## config.mk

```make
export PLATFORM = sky130hd
export DESIGN_NAME = bmdma_regbank
export DESIGN_NICKNAME = d
export VERILOG_FILES = /design/src/rtl/bmdma_pkg.sv /design/src/rtl/bmdma_decode.sv /design/src/rtl/bmdma_chan.sv /design/src/rtl/bmdma_rdmux.sv /design/src/rtl/bmdma_regbank.sv
export SDC_FILE = /design/constraint.sdc
export NUM_CORES = 1
export LEC_CHECK = 0
export BUFFER_PORTS_ARGS = -buffer_cell sky130_fd_sc_hd__buf_2
export CAP_MARGIN = 0
export CORE_MARGIN = 4
export CORE_UTILIZATION = 34
export DETAILED_ROUTE_END_ITERATION = 7
export SLEW_MARGIN = 0
export SYNTH_ARGS = -nofsm -noshare
export SYNTH_HDL_FRONTEND = slang
export SYNTH_SLANG_ARGS = --single-unit
export TNS_END_PERCENT = 50
```

## constraint.sdc

```tcl
create_clock -name clk -period 6.6 [get_ports clk]
set_input_delay 1.32 -clock clk [delete_from_list [all_inputs] [get_ports clk]]
set_output_delay 1.32 -clock clk [all_outputs]
set_load 0.02 [all_outputs]
```

## src/rtl/bmdma_pkg.sv

```systemverilog
package bmdma_pkg;

  localparam int unsigned BYTE_W = 8;
  localparam int unsigned PTR_W  = 32;

  // bit positions inside the command and status bytes
  localparam int unsigned CMD_RUN = 0;
  localparam int unsigned CMD_DIR = 3;
  localparam int unsigned ST_ACT  = 0;
  localparam int unsigned ST_ERR  = 1;
  localparam int unsigned ST_IRQ  = 2;

  typedef enum logic [1:0] {
    SEL_CMD  = 2'd0,
    SEL_STAT = 2'd1,
    SEL_PTR  = 2'd2,
    SEL_NONE = 2'd3
  } reg_sel_e;

  // keep only the implemented command bits
  function automatic logic [BYTE_W-1:0] cmd_mask(input logic [BYTE_W-1:0] w);
    logic [BYTE_W-1:0] r;
    r = '0;
    r[CMD_RUN] = w[CMD_RUN];
    r[CMD_DIR] = w[CMD_DIR];
    return r;
  endfunction

  // next status byte: host write rules merged with engine events
  function automatic logic [BYTE_W-1:0] stat_next(
    input logic [BYTE_W-1:0] cur,
    input logic              we,
    input logic [BYTE_W-1:0] w,
    input logic              err_set,
    input logic              irq_set,
    input logic              active
  );
    logic [BYTE_W-1:0] r;
    r = '0;
    r[6:5]    = we ? w[6:5] : cur[6:5];
    r[ST_ERR] = (cur[ST_ERR] & ~(we & w[ST_ERR])) | err_set;
    r[ST_IRQ] = (cur[ST_IRQ] & ~(we & w[ST_IRQ])) | irq_set;
    r[ST_ACT] = active;
    return r;
  endfunction

  // replace one byte of the pointer, force dword alignment
  function automatic logic [PTR_W-1:0] ptr_merge(
    input logic [PTR_W-1:0]  cur,
    input logic [1:0]        lane,
    input logic [BYTE_W-1:0] w
  );
    logic [PTR_W-1:0] r;
    r = cur;
    r[lane*BYTE_W +: BYTE_W] = w;
    r[1:0] = 2'b00;
    return r;
  endfunction

endpackage

```

## src/rtl/bmdma_decode.sv

```systemverilog
module bmdma_decode
  import bmdma_pkg::*;
#(
  parameter int unsigned NCH  = 2,
  parameter int unsigned CH_W = 1,
  parameter int unsigned OFF_W = 3,
  localparam int unsigned AW  = CH_W + OFF_W
) (
  input  logic [AW-1:0]   addr,
  input  logic            wr,
  output logic [CH_W-1:0] ch_idx,
  output logic            ch_ok,
  output reg_sel_e        sel,
  output logic [1:0]      lane,
  output logic [NCH-1:0]  cmd_we,
  output logic [NCH-1:0]  stat_we,
  output logic [NCH-1:0]  ptr_we
);
  logic [OFF_W-1:0] off;

  assign ch_idx = addr[AW-1:OFF_W];
  assign off    = addr[OFF_W-1:0];
  assign lane   = off[1:0];

  generate
    if (NCH == (1 << CH_W)) begin : g_full
      assign ch_ok = 1'b1;
    end else begin : g_part
      assign ch_ok = ({1'b0, ch_idx} < (CH_W+1)'(NCH));
    end
  endgenerate

  always_comb begin
    if (off[2])            sel = SEL_PTR;
    else if (off == 3'd0)  sel = SEL_CMD;
    else if (off == 3'd2)  sel = SEL_STAT;
    else                   sel = SEL_NONE;
  end

  always_comb begin
    cmd_we  = '0;
    stat_we = '0;
    ptr_we  = '0;
    for (int c = 0; c < NCH; c++) begin
      if (wr && ch_ok && (ch_idx == CH_W'(c))) begin
        cmd_we[c]  = (sel == SEL_CMD);
        stat_we[c] = (sel == SEL_STAT);
        ptr_we[c]  = (sel == SEL_PTR);
      end
    end
  end
endmodule

```

## src/rtl/bmdma_chan.sv

```systemverilog
module bmdma_chan
  import bmdma_pkg::*;
(
  input  logic              clk,
  input  logic              rst_n,
  input  logic              cmd_we,
  input  logic              stat_we,
  input  logic              ptr_we,
  input  logic [1:0]        lane,
  input  logic [BYTE_W-1:0] wdata,
  input  logic              eng_active,
  input  logic              eng_err_set,
  input  logic              eng_irq_set,
  output logic [BYTE_W-1:0] cmd_q,
  output logic [BYTE_W-1:0] stat_q,
  output logic [PTR_W-1:0]  ptr_q,
  output logic              stop_q
);
  logic run_cleared;

  // a command write that drops a set run bit
  assign run_cleared = cmd_we & cmd_q[CMD_RUN] & ~wdata[CMD_RUN];

  always_ff @(posedge clk) begin
    if (!rst_n) begin
      cmd_q  <= '0;
      stat_q <= '0;
      ptr_q  <= '0;
      stop_q <= 1'b0;
    end else begin
      if (cmd_we) cmd_q <= cmd_mask(wdata);
      stat_q <= stat_next(stat_q, stat_we, wdata, eng_err_set, eng_irq_set, eng_active);
      if (ptr_we) ptr_q <= ptr_merge(ptr_q, lane, wdata);
      stop_q <= run_cleared;
    end
  end
endmodule

```

## src/rtl/bmdma_rdmux.sv

```systemverilog
module bmdma_rdmux
  import bmdma_pkg::*;
#(
  parameter int unsigned NCH  = 2,
  parameter int unsigned CH_W = 1
) (
  input  logic [CH_W-1:0]                 ch_idx,
  input  logic                            ch_ok,
  input  reg_sel_e                        sel,
  input  logic [1:0]                      lane,
  input  logic [NCH-1:0][BYTE_W-1:0]      cmd_vec,
  input  logic [NCH-1:0][BYTE_W-1:0]      stat_vec,
  input  logic [NCH-1:0][PTR_W-1:0]       ptr_vec,
  output logic [BYTE_W-1:0]               rdata
);
  always_comb begin
    rdata = '1;
    for (int c = 0; c < NCH; c++) begin
      if (ch_ok && (ch_idx == CH_W'(c))) begin
        case (sel)
          SEL_CMD:  rdata = cmd_vec[c];
          SEL_STAT: rdata = stat_vec[c];
          SEL_PTR:  rdata = ptr_vec[c][lane*BYTE_W +: BYTE_W];
          default:  rdata = '1;
        endcase
      end
    end
  end
endmodule

```

## src/rtl/bmdma_regbank.sv

```systemverilog
module bmdma_regbank
  import bmdma_pkg::*;
#(
  parameter int unsigned NCH = 2,
  localparam int unsigned CH_W  = (NCH > 1) ? $clog2(NCH) : 1,
  localparam int unsigned OFF_W = 3,
  localparam int unsigned AW    = CH_W + OFF_W
) (
  input  logic                 clk,
  input  logic                 rst_n,
  input  logic [AW-1:0]        host_addr,
  input  logic                 host_wr,
  input  logic [BYTE_W-1:0]    host_wdata,
  output logic [BYTE_W-1:0]    host_rdata,
  input  logic [NCH-1:0]       eng_active,
  input  logic [NCH-1:0]       eng_err_set,
  input  logic [NCH-1:0]       eng_irq_set,
  output logic [NCH-1:0]       cmd_run,
  output logic [NCH-1:0]       cmd_dir,
  output logic [NCH-1:0]       cmd_stop,
  output logic [NCH*PTR_W-1:0] tbl_addr
);
  logic [CH_W-1:0] ch_idx;
  logic            ch_ok;
  reg_sel_e        sel;
  logic [1:0]      lane;
  logic [NCH-1:0]  cmd_we, stat_we, ptr_we;

  // per-channel state brought out for the checker
  logic [NCH-1:0][BYTE_W-1:0] cmd_vec;
  logic [NCH-1:0][BYTE_W-1:0] stat_vec;
  logic [NCH-1:0][PTR_W-1:0]  ptr_vec;

  bmdma_decode #(.NCH(NCH), .CH_W(CH_W), .OFF_W(OFF_W)) u_dec (
    .addr    (host_addr),
    .wr      (host_wr),
    .ch_idx  (ch_idx),
    .ch_ok   (ch_ok),
    .sel     (sel),
    .lane    (lane),
    .cmd_we  (cmd_we),
    .stat_we (stat_we),
    .ptr_we  (ptr_we)
  );

  generate
    for (genvar c = 0; c < NCH; c++) begin : g_ch
      bmdma_chan u_chan (
        .clk         (clk),
        .rst_n       (rst_n),
        .cmd_we      (cmd_we[c]),
        .stat_we     (stat_we[c]),
        .ptr_we      (ptr_we[c]),
        .lane        (lane),
        .wdata       (host_wdata),
        .eng_active  (eng_active[c]),
        .eng_err_set (eng_err_set[c]),
        .eng_irq_set (eng_irq_set[c]),
        .cmd_q       (cmd_vec[c]),
        .stat_q      (stat_vec[c]),
        .ptr_q       (ptr_vec[c]),
        .stop_q      (cmd_stop[c])
      );
      assign cmd_run[c] = cmd_vec[c][CMD_RUN];
      assign cmd_dir[c] = cmd_vec[c][CMD_DIR];
      assign tbl_addr[c*PTR_W +: PTR_W] = ptr_vec[c];
    end
  endgenerate

  bmdma_rdmux #(.NCH(NCH), .CH_W(CH_W)) u_rd (
    .ch_idx   (ch_idx),
    .ch_ok    (ch_ok),
    .sel      (sel),
    .lane     (lane),
    .cmd_vec  (cmd_vec),
    .stat_vec (stat_vec),
    .ptr_vec  (ptr_vec),
    .rdata    (host_rdata)
  );
endmodule

```

Word level (Yosys, flattened, before mapping)
Cells that the tools add are included.

storage, ports and cells
  register bits = 82
  output and inout port bits = 78
  logic and storage cells = 60

operators by class
  $add $sub $neg = 1
  eq/ne operators = 3
  shifts and indexed selects = 4
  multiplexer cells = 14
  bitwise logic cells = 22
  reductions and logical operators = 4

operators with widths
  cell                                                    number
  bitwise mux 32 bit                                      2
  indexed part select 32 x 6 -> 8 bit                     2
  one-hot mux 8 bit (3 select lines)                      2
  negator 5 -> 34 bit                                     1
  variable shift 8 x 34 -> 32 bit (first input constant)  1
  indexed part select 8 x 34 -> 32 bit                    1
  AND 1 bit                                               12
  two-way mux 8 bit                                       1
  two-way mux 1 bit                                       6
  two-way mux 2 bit                                       3
  NOT 1 bit                                               6
  OR 1 bit                                                4
  equality test 3 x 2 -> 1 bit (second input constant)    1
  logical NOT 3 bit                                       1
  equality test 2 x 1 -> 1 bit (second input constant)    1
  equality test 2 bit (second input constant)             1
  logical AND 1 bit                                       2
  logical NOT 2 bit                                       1

Longest topological paths before layout
Gate-level depths: netlist of run 1.

  depth in word-level cells = 10
  gate-level depth with buffers = 9

Cells and area by module
A second synthesis of run 1 with hierarchy kept.

second synthesis, totals
  cells, all modules = 466
  area, all modules = 4292.9 um2

modules (own cells, without submodules)
  module                        times used  cells an instance  area each (um2)
  bmdma_chan at g_ch[1].u_chan  1           186                1686.6
  bmdma_chan at g_ch[0].u_chan  1           166                1606.5
  bmdma_rdmux                   1           96                 892.1
  bmdma_decode                  1           18                 107.6

Least setup slack after synthesis of run 1
Ideal clock, no wire load.

  path type = input port to output port
  start = input host_addr[0]
  end = output host_rdata[1]
  arrival = 3.038 ns
  data required time = 5.280 ns
  setup slack = 2.242 ns
  stages on the path = 8
  path buffers = 3
  path through = buf_6 > buf_12 > inv_1 > ha_1 > buf_2 > nor2_1 > a221oi_1 > a222oi_1

on the way
  longest elaborated chain between the ends = 7
  elaborated cells on any way between the ends = 13
  classes of those cells = 3 x eq/ne; 2 x shift; 6 x mux; 2 x reduce/logical

ends and longest elaborated chain
  item                                               RTL line             source
  start, declared                                    bmdma_regbank.sv:11  input logic [AW-1:0] host_addr,
  equality test 3 x 2 -> 1 bit                       bmdma_decode.sv:36   else if (off == 3'd2) sel = SEL_STAT;
  two-way mux 2 bit                                  bmdma_decode.sv:36
  two-way mux 2 bit                                  bmdma_decode.sv:35   else if (off == 3'd0) sel = SEL_CMD;
  two-way mux 2 bit                                  bmdma_decode.sv:34   if (off[2]) sel = SEL_PTR;
  equality test 2 bit, or another cell as far along  bmdma_rdmux.sv:20    case (sel)
  one-hot mux 8 bit (3 select lines)                 bmdma_rdmux.sv:20
  two-way mux 8 bit *                                bmdma_rdmux.sv:19    if (ch_ok && (ch_idx == CH_W'(c))) begin
  end, declared                                      bmdma_regbank.sv:14  output logic [BYTE_W-1:0] host_rdata,

Mark *: on every way between the ends. The rest lies on a longest branch, timed or not.

Final worst setup path of run 1
Ends and elaborated chain as after synthesis.

==> results of run 1 <==
synth_stat cells, drive strengths merged (2+ instances only):
cell type,instances
and2,2
nand4b,5
nand2b,5
nand2,63
buf,29
and4b,4
and4,4
nor3b,2
mux4,9
a21oi,69
nand3b,2
o21ai,9
nand4,4
o21a,4
ha,4
mux2i,16
dfxtp,76
nor2,7
a221oi,4
clkbuf,24
nand3,64
o221a,3
a31oi,4
a211o,3
nor4,2
nor2b,4
inv,9
mux2,7
state kept, by name, indices dropped and copies added, names as in the netlist:
register	flops
g_ch.u_chan.stop_q	2
g_ch.u_chan.cmd_q	4
g_ch.u_chan.stat_q	10
g_ch.u_chan.ptr_q	60
placed cells by master, fill, tap and decap left out, types with 5 or more instances in the layout:
master / synthesis / final
nand2b_1: 5 / 5
mux2_2: 6 / 6
mux4_2: 8 / 8
mux2i_1: 16 / 16
dfxtp_1: 76 / 76
clkbuf_16: 0 / 9
buf_2: 15 / 94
nand4b_1: 5 / 5
nand2_1: 63 / 63
nand3_1: 64 / 64
a21oi_1: 69 / 69
o21ai_0: 7 / 7
nor2_1: 7 / 7
inv_1: 8 / 8
how the worst min path moves through the flow:
stage / to / slack [ns] / cells after the start
detailed placement: g_ch[1].u_chan.stop_q / 0.46 / 2
floorplan: g_ch[1].u_chan.stat_q[5] / 0.46 / 2
CTS: g_ch[1].u_chan.stop_q / 0.47 / 2
global route: g_ch[1].u_chan.stop_q / 0.49 / 2
finish: g_ch[1].u_chan.stop_q / 0.47 / 2
global placement: g_ch[1].u_chan.ptr_q[24] / 0.45 / 2
through the flow:
stage / hold slack [ns] / instances / util
after floorplan: 0.462 / 457 / -
after global placement: 0.454 / 638 / 0.385
after detailed placement: 0.461 / 638 / 0.385
after CTS: 0.468 / 654 / 0.412
after global routing: 0.493 / 654 / 0.412
final: 0.466 / 654 / 0.412
routing by layer:
layer / track usage / up-vias
met3: 0.0468 / 16
met2: 0.293 / 156
met1: 0.265 / 1726
met4: 0.0610 / 0
li1: - / 1730
met5: 0 / -
power groups by stage:
stage	combinational [µW]	clock [µW]	sequential, µW
detailed placement	105	0	477
floorplan	82.5	0	477
global route	114	531	467
global placement	103	0	476
CTS	105	511	466
finish	107	503	466
cell type report:
class,instances,area (µm²),share of cell area
timing repair buffer,94,470,0.103
tap,140,175,0.0385
clock inverter,4,47.5,0.0105
inverter,9,33.8,0.00743
clock buffer,12,256,0.0564
sequential,76,1520,0.335
multi-input combinational,319,2040,0.449
cells by family (layout without fill, tap and decap cells):
kind of cell,Yosys count,after routing
and+or+nand+nor,176,176
AOI/OAI and AO/OA,103,103
DFF,76,76
buffers and inverters,62,119
muxes,32,32
adders and majority gates,4,4
other,1,4
worst max-delay path: stages:
cell and delay (ns):
buf_2 0.61, inv_1 0.15, ha_1 0.53, nor2_1 0.40, a221oi_1 0.16, a222oi_1 0.31, buf_2 0.23
==> flow_summary.toml, run 1 <==
[sta]
worstMarginPinSlew_ns = 1.22
max_slew_margin = 0.177
drv_slew = 0
period_share = 0.765
fmax_mhz = 198
tns_ns = 0
rsz0062_at_grt = "false"
finClkSkew_ns = 0.000851
setup_ws_ns = 1.55
post-route-min-period_ns = 5.05
setup_viol = 0
hold_viol = 0

[clock_network]
clk_pin_slew_ns = 0.06
cts_hold_buf = 0
clock_path_buffers = 2
cts_tree = "done"
htreeDepth = 3
cts_sinks = 76
cts_setup_buffers = 0
clockRootBuffer = "clkbuf_16"
cts_resized = 0
numCtsBuffers = 9
clk_latency_ns = 0.33

[floorplan]
rows = 38
fp.dieW_um = 115
core-area_um2 = 11000
dieArea_um2 = 13200
die_y_um = 115
io_pins = 99
start_util = 0.353

[setup_path]
worstSetupEndpointType = "output port"
r2r_slack_ns = 5.86
cp.required_ns = 5.28
r2r-end = "g_ch[0].u_chan.stat_q[2]"
setup.worst_path.start_class = "input port"
cp-endpoint = "host_rdata[1]"
rr_worst_depth = 3
worstPathArrival_ns = 3.73
crit_path_start = "host_addr[0]"
critPathKind = "input port to output port"
crit_fanout = 29
r2r-start = "g_ch[0].u_chan.stat_q[2]"

[detailed_routing]
dr_wl_met2_mm = 5.87
wl_met3_um = 927
wl_mm = 12.7
drc = 0
wl_per_cell_um = 19.4
drt_pre_antenna_iters = 7
via_per_inst = 5.55
ant_nets = 0
met1_length_mm = 5.68
dr.max_layer_used = "met4"
vias = 3628
drt-initial-drc-count = 402

[layout]
nets = 534
final_area_um2 = 4550
syn_to_final_growth_pct = 17.0
fillerInstances = 1103
layout-drive-gt1-share = 0.253
diodes = 0

[synthesis]
synth.avg_cell_area_um2 = 8.57
syn_inst = 454
synthAdderAreaFrac = 0.0129
ys_ff_latch = 76
synthesis.area_um2 = 3890
netlist_top_cells_area = "dfxtp_1 (39%), a21oi_1 (8.9%), nand3_1 (8.2%)"
synth_xor_area_frac = 0
ys_warn_count = 0
synth_flop_cell = "dfxtp_1"
synth_top_area_frac = 0.391
yosys.area_share.simple = 0.239
synth-compound-area-share = 0.155
synthMuxAreaShare = 0.115
synth_top_family_by_area = "simple AND/OR/NAND/NOR gates"
synth_area_leader_cell = "dfxtp_1"
ys_types = 54
ys_async_sr_fraction = 0
synth_enable_flop_cells = 0
yosysSeqAreaShare = 0.391

[placed_design]
place.gp.congestion = 0.797
hpwlAfterDp_mm = 8.98
placed_cell_area_um2 = 4240
place_ws_ns = 1.60
portBuffers = 94

[min_path]
min-delay-start = "g_ch[1].u_chan.cmd_q[0]"
hold_class = "flip-flop to flip-flop"

[power_and_ir_drop]
pwr-share-comb = 0.099
max-vdd-ir-drop_mv = 0.150
seqPwrFrac = 0.433
power_density_nw_per_um2 = 237
p_int_uw = 808
power.switching_uw = 269
power_uw = 1080
p_leak_uw = 0.00184
switching_share = 0.250
clockPowerShare = 0.468

[global_route]
grt_max_degree = 69
grt_usage = 0.191
overflow = 0
grt_pass1_wl_mm = 19.4
grt_pass1_vias = 3401
antenna_found_initial = 0

[job]
cap_violations = 0

[outcome]
status = "finished, final reports clean"
(Power assumes the default switching activity.)
==> run 2, diff against run 1 <==
Clock period 6.6 ns to 4.42 ns, I/O delays scaled along.
==> run 2 against run 1 <==
Clock power up 64%. Count of clock-buffer cells in the layout decreased by 2. Combinational power grew 50%. Core utilization increased by 0.48 points. Largest power group unchanged. Worst setup slack got worse by 0.92 ns. Sequential cell count unchanged. Critical path type unchanged. Non-clock buffer count rose by 3. Largest cell class unchanged. Final area is 1.2% higher.
==> flow_summary.toml, run 2 (same netlist as run 1, synthesis figures left out) <==
[outcome]
status = "finished, final reports clean"

[setup_path]
crit_top_cell = "buf_2"
worstSetupEndpointType = "output port"
cp.required_ns = 3.54
crit_fanout = 16
setup.worst_path.start_class = "input port"
r2r-start = "g_ch[0].u_chan.stat_q[5]"
r2r_slack_ns = 3.70
r2r-end = "g_ch[0].u_chan.stat_q[5]"
cpPeakStageDelay_ns = 0.40
path_buf_inv = 3
worstPathArrival_ns = 2.90
cp_top_family = "buffers and inverters"
critPathKind = "input port to output port"
rr_worst_depth = 2
path_cells = "buf_2 -> inv_1 -> ha_1 -> nor2_1 -> a221oi_1 -> a222oi_1 -> buf_2"
critPathSlowestCell = "ha_1"

[job]
cap_violations = 0

[clock_network]
cts_hold_buf = 0
clock_path_buffers = 2
clockRootBuffer = "clkbuf_16"
htreeDepth = 3
cts_resized = 0
clk_latency_ns = 0.33
numCtsBuffers = 9
cts_tree = "done"
clk_pin_slew_ns = 0.06
cts_setup_buffers = 0
cts_sinks = 76

[sta]
fmax_mhz = 264
setup_viol = 0
rsz0062_at_grt = "false"
hold_viol = 0
worstMarginPinSlew_ns = 1.19
max_slew_margin = 0.207
setup_ws_ns = 0.634
tns_ns = 0
whs_ns = 0.474
finClkSkew_ns = 0.000169
drv_slew = 0
post-route-min-period_ns = 3.79
period_share = 0.857

[power_and_ir_drop]
clockPowerShare = 0.491
power.switching_uw = 427
seqPwrFrac = 0.413
p_int_uw = 1260
max-vdd-ir-drop_mv = 0.207
pwr-share-comb = 0.096
p_leak_uw = 0.00187
power_density_nw_per_um2 = 366
switching_share = 0.254

[placed_design]
dp_cells = 641
place.gp.congestion = 0.875
portBuffers = 94
place_ws_ns = 0.693
placed_cell_area_um2 = 4270
hpwlAfterDp_mm = 9.01

[layout]
syn_to_final_growth_pct = 18.3
diodes = 0
nets = 537
layout-drive-gt1-share = 0.259
final_area_um2 = 4600
finalNonFillerCells = 657
mostFrequentLayoutCell = "buf_2"
mostFrequentLayoutCells = "buf_2 (94), dfxtp_1 (76), a21oi_1 (69)"
regMostFlops = "g_ch.u_chan.ptr_q"
reg_top3 = "g_ch.u_chan.ptr_q x60, g_ch.u_chan.stat_q x10, g_ch.u_chan.cmd_q x4"
largest_reg_flops = 60

[detailed_routing]
drt-initial-drc-count = 383
ant_nets = 0
wl_mm = 12.7
wl_per_cell_um = 19.3
drc = 0
vias = 3699
drt_pre_antenna_iters = 7
via_per_inst = 5.63

[global_route]
grt_pass1_vias = 3485
grt_usage = 0.192
antenna_found_initial = 0
grt_max_degree = 69
grt_pass1_wl_mm = 19.5
overflow = 0

[floorplan]
rows = 38
start_util = 0.353
die_y_um = 115
dieArea_um2 = 13200
io_pins = 99
core-area_um2 = 11000
fp.dieW_um = 115

[min_path]
min-delay-start = "g_ch[0].u_chan.ptr_q[16]"
holdPathEnd = "g_ch[0].u_chan.ptr_q[16]"
hold_depth = 2
hold_class = "flip-flop to flip-flop"
[run 2: cell types whose count changed in the layout (fill, tap and decap cells not counted), sizes merged]
cell	previous run	this run
buf	94	97
clkinvlp	1	0
clkbuf	12	10
inv	9	11
bufinv	1	2
[run 2: final cells by class]
type	count	area [µm²]
clock buffers	10	239
clock inverters	6	95.1
fillers	1107	6430
inverters	9	33.8
multi-input cells	319	2040
flip-flops and latches	76	1520
well taps	140	175
repair buffers	97	493
[run 2: worst max path at each step]
stage,from,slack (ns),endpoint,depth (start not counted)
6_report,host_addr[1],0.63,host_rdata[1],7
5_1_grt,host_addr[1],0.44,host_rdata[1],7
4_1_cts,host_addr[1],0.69,host_rdata[1],7
3_5_place_dp,host_addr[1],0.69,host_rdata[1],7
3_3_place_gp,host_addr[1],0.83,host_rdata[1],7
2_1_floorplan,host_addr[0],0.93,host_rdata[1],8
[run 2: power groups by stage]
stage / Sequential, µW / Combinational, µW / Clock, µW
floorplan: 713 / 123 / 0
global placement: 711 / 158 / 0
detailed placement: 711 / 159 / 0
CTS: 696 / 160 / 837
global route: 697 / 175 / 868
finish: 696 / 161 / 827
[run 2: tightest hold or removal path: cells and delay by family (launching register included)]
kind	cells	cell delay [ns]
DFF	1	0.32
and+or+nand+nor	1	0.06
AOI/OAI and AO/OA	1	0.05
[run 2: stage by stage]
step                power [µW]   util
global placement           869  0.387
floorplan                  836      -
CTS                       1690  0.417
detailed placement         871  0.387
global route              1740  0.417
finish                    1680  0.417
[run 2: metal layers]
layer  track usage  routed length (µm)
met1         0.263                5640
met2         0.283                5660
met3        0.0579                1100
met4        0.0728                 302
met5             0                   0
==> run 3, diff against run 2 <==
Settings changed: CORE_UTILIZATION 34 to 45, PLACE_DENSITY set to 0.72, SLEW_MARGIN 0 to not set.
==> run 3 against run 2 <==
Cell count decreased by 5.2%. Worst setup slack improved by 0.18 ns. Non-clock buffer count increased by 1. Sequential cell count unchanged. Register-to-register slack about the same. Hold slack got worse by 0.0019 ns. Die area decreased by 23%. First-iteration DRC count decreased by 3.1%. Count of clock-buffer cells in the layout unchanged. Clock skew about the same. Critical path depth unchanged. Wire length decreased by 3.9%. Highest routed layer unchanged.
==> flow_summary.toml, run 3 (same netlist as run 1, synthesis figures left out) <==
[outcome]
status = "finished, final reports clean"

[detailed_routing]
drt_pre_antenna_iters = 5
drt-initial-drc-count = 371
wl_per_cell_um = 19.6
met1_length_mm = 5.07
dr_wl_met2_mm = 5.74
via_per_inst = 5.96
vias = 3710
wl_mm = 12.2
ant_nets = 0
dr.max_layer_used = "met4"
wl_met3_mm = 1.21
drc = 0

[global_route]
grt_usage = 0.240
antenna_found_initial = 0
grt_max_degree = 69
grt_pass1_vias = 3488
grt_pass1_wl_mm = 19.1
overflow = 0

[power_and_ir_drop]
clockPowerShare = 0.397
max-vdd-ir-drop_mv = 0.227
p_leak_uw = 0.00181
seqPwrFrac = 0.489
pwr-share-comb = 0.114
power.switching_uw = 400
switching_share = 0.281
power_density_nw_per_um2 = 320
p_int_uw = 1020

[sta]
period_share = 0.816
worstMarginPinSlew_ns = 1.17
post-route-min-period_ns = 3.61
setup_viol = 0
tns_ns = 0
finClkSkew_ns = 0.000370
rsz0062_at_grt = "false"
fmax_mhz = 277
hold_viol = 0
whs_ns = 0.472
drv_slew = 0
max_slew_margin = 0.218

[placed_design]
hpwlAfterDp_mm = 8.48
place.gp.congestion = 0.874
dp_cells = 607
portBuffers = 94
placed_cell_area_um2 = 4230

[job]
cap_violations = 0

[clock_network]
clockRootBuffer = "clkbuf_8"
clock_path_buffers = 2
cts_hold_buf = 0
cts_setup_buffers = 0
cts_sinks = 76
cts_tree = "done"
clk_pin_slew_ns = 0.08
clk_latency_ns = 0.36
cts_resized = 0
htreeDepth = 3
numCtsBuffers = 9

[layout]
post-route-util = 0.535
layout-drive-gt1-share = 0.261
syn_to_final_growth_pct = 14.2
largest_reg_flops = 60
diodes = 0
reg_top3 = "g_ch.u_chan.ptr_q x60, g_ch.u_chan.stat_q x10, g_ch.u_chan.cmd_q x4"
regMostFlops = "g_ch.u_chan.ptr_q"
fillerInstances = 799
mostFrequentLayoutCells = "buf_2 (94), dfxtp_1 (76), a21oi_1 (69)"
finalNonFillerCells = 623
multi_input_area_um2 = 2040
seqCellArea_um2 = 1520
final_area_um2 = 4440
mostFrequentLayoutCell = "buf_2"
nets = 538

[floorplan]
io_pins = 99
core-area_um2 = 8300
fp.dieW_um = 101
dieArea_um2 = 10200
rows = 33
die_y_um = 101
start_util = 0.469

[setup_path]
path_cells = "buf_2 -> buf_4 -> ha_1 -> nand3b_1 -> a221o_1 -> o311ai_0 -> buf_2"
critPathKind = "input port to output port"
critPathSlowestCell = "ha_1"
cp.required_ns = 3.54
crit_fanout = 21
crit_top_cell = "buf_2"
worstSetupEndpointType = "output port"
cpPeakStageDelay_ns = 0.64
worstPathArrival_ns = 2.72
setup.worst_path.start_class = "input port"

[min_path]
hold_class = "flip-flop to flip-flop"
-- run 3: cell count changes in the layout (fill, tap and decap cells not counted) --
cell,change
clkbuf_16,-9
clkbuf_8,+9
clkinvlp_4,+2
buf_4,+1
bufinv_16,-1
clkinv_4,-1
-- run 3: final timing paths --
path	startpoint	end	slack, ns	depth (start not counted)
max	host_addr[1]	host_rdata[0]	0.81	7
max reg2reg	g_ch[0].u_chan.stat_q[1]	g_ch[0].u_chan.stat_q[1]	3.69	3
min reg2reg	g_ch[0].u_chan.ptr_q[27]	g_ch[0].u_chan.ptr_q[27]	0.47	2
min	g_ch[0].u_chan.ptr_q[27]	g_ch[0].u_chan.ptr_q[27]	0.47	2
-- run 3: layout make-up --
type,instances,area share
Inverter,9,0.00761
Timing Repair Buffer,98,0.113
Tap cell,105,0.0296
Clock buffer,10,0.0310
Sequential cell,76,0.343
Clock inverter,6,0.0161
Multi-Input combinational cell,319,0.460
-- run 3: critical path: cells and delay by family --
kind | cells | cell delay, ns
buf+inv | 3 | 0.57
compound gates | 2 | 0.47
simple gates | 1 | 0.15
fa+ha+maj | 1 | 0.64
-- run 3: routing by layer --
| layer | vias up | GRT usage |
|---|---|---|
| li1 | 1732 | - |
| met1 | 1764 | 0.329 |
| met2 | 198 | 0.380 |
| met3 | 16 | 0.0519 |
| met4 | 0 | 0.0695 |
| met5 | - | 0 |
-- run 3: power groups by stage --
| stage | clock network [µW] | logic [µW] | registers [µW] |
|---|---|---|---|
| 3_3_place_gp | 0 | 158 | 711 |
| 2_1_floorplan | 0 | 123 | 713 |
| 6_report | 564 | 162 | 695 |
| 5_1_grt | 600 | 175 | 696 |
| 3_5_place_dp | 0 | 160 | 711 |
| 4_1_cts | 568 | 160 | 695 |
-- run 3: metrics by stage --
step	worst slack, ns	total power (µW)
after global placement	0.889	869
final	0.815	1420
after detailed placement	0.815	871
after global routing	0.677	1470
after CTS	0.827	1420
after floorplan	0.934	836
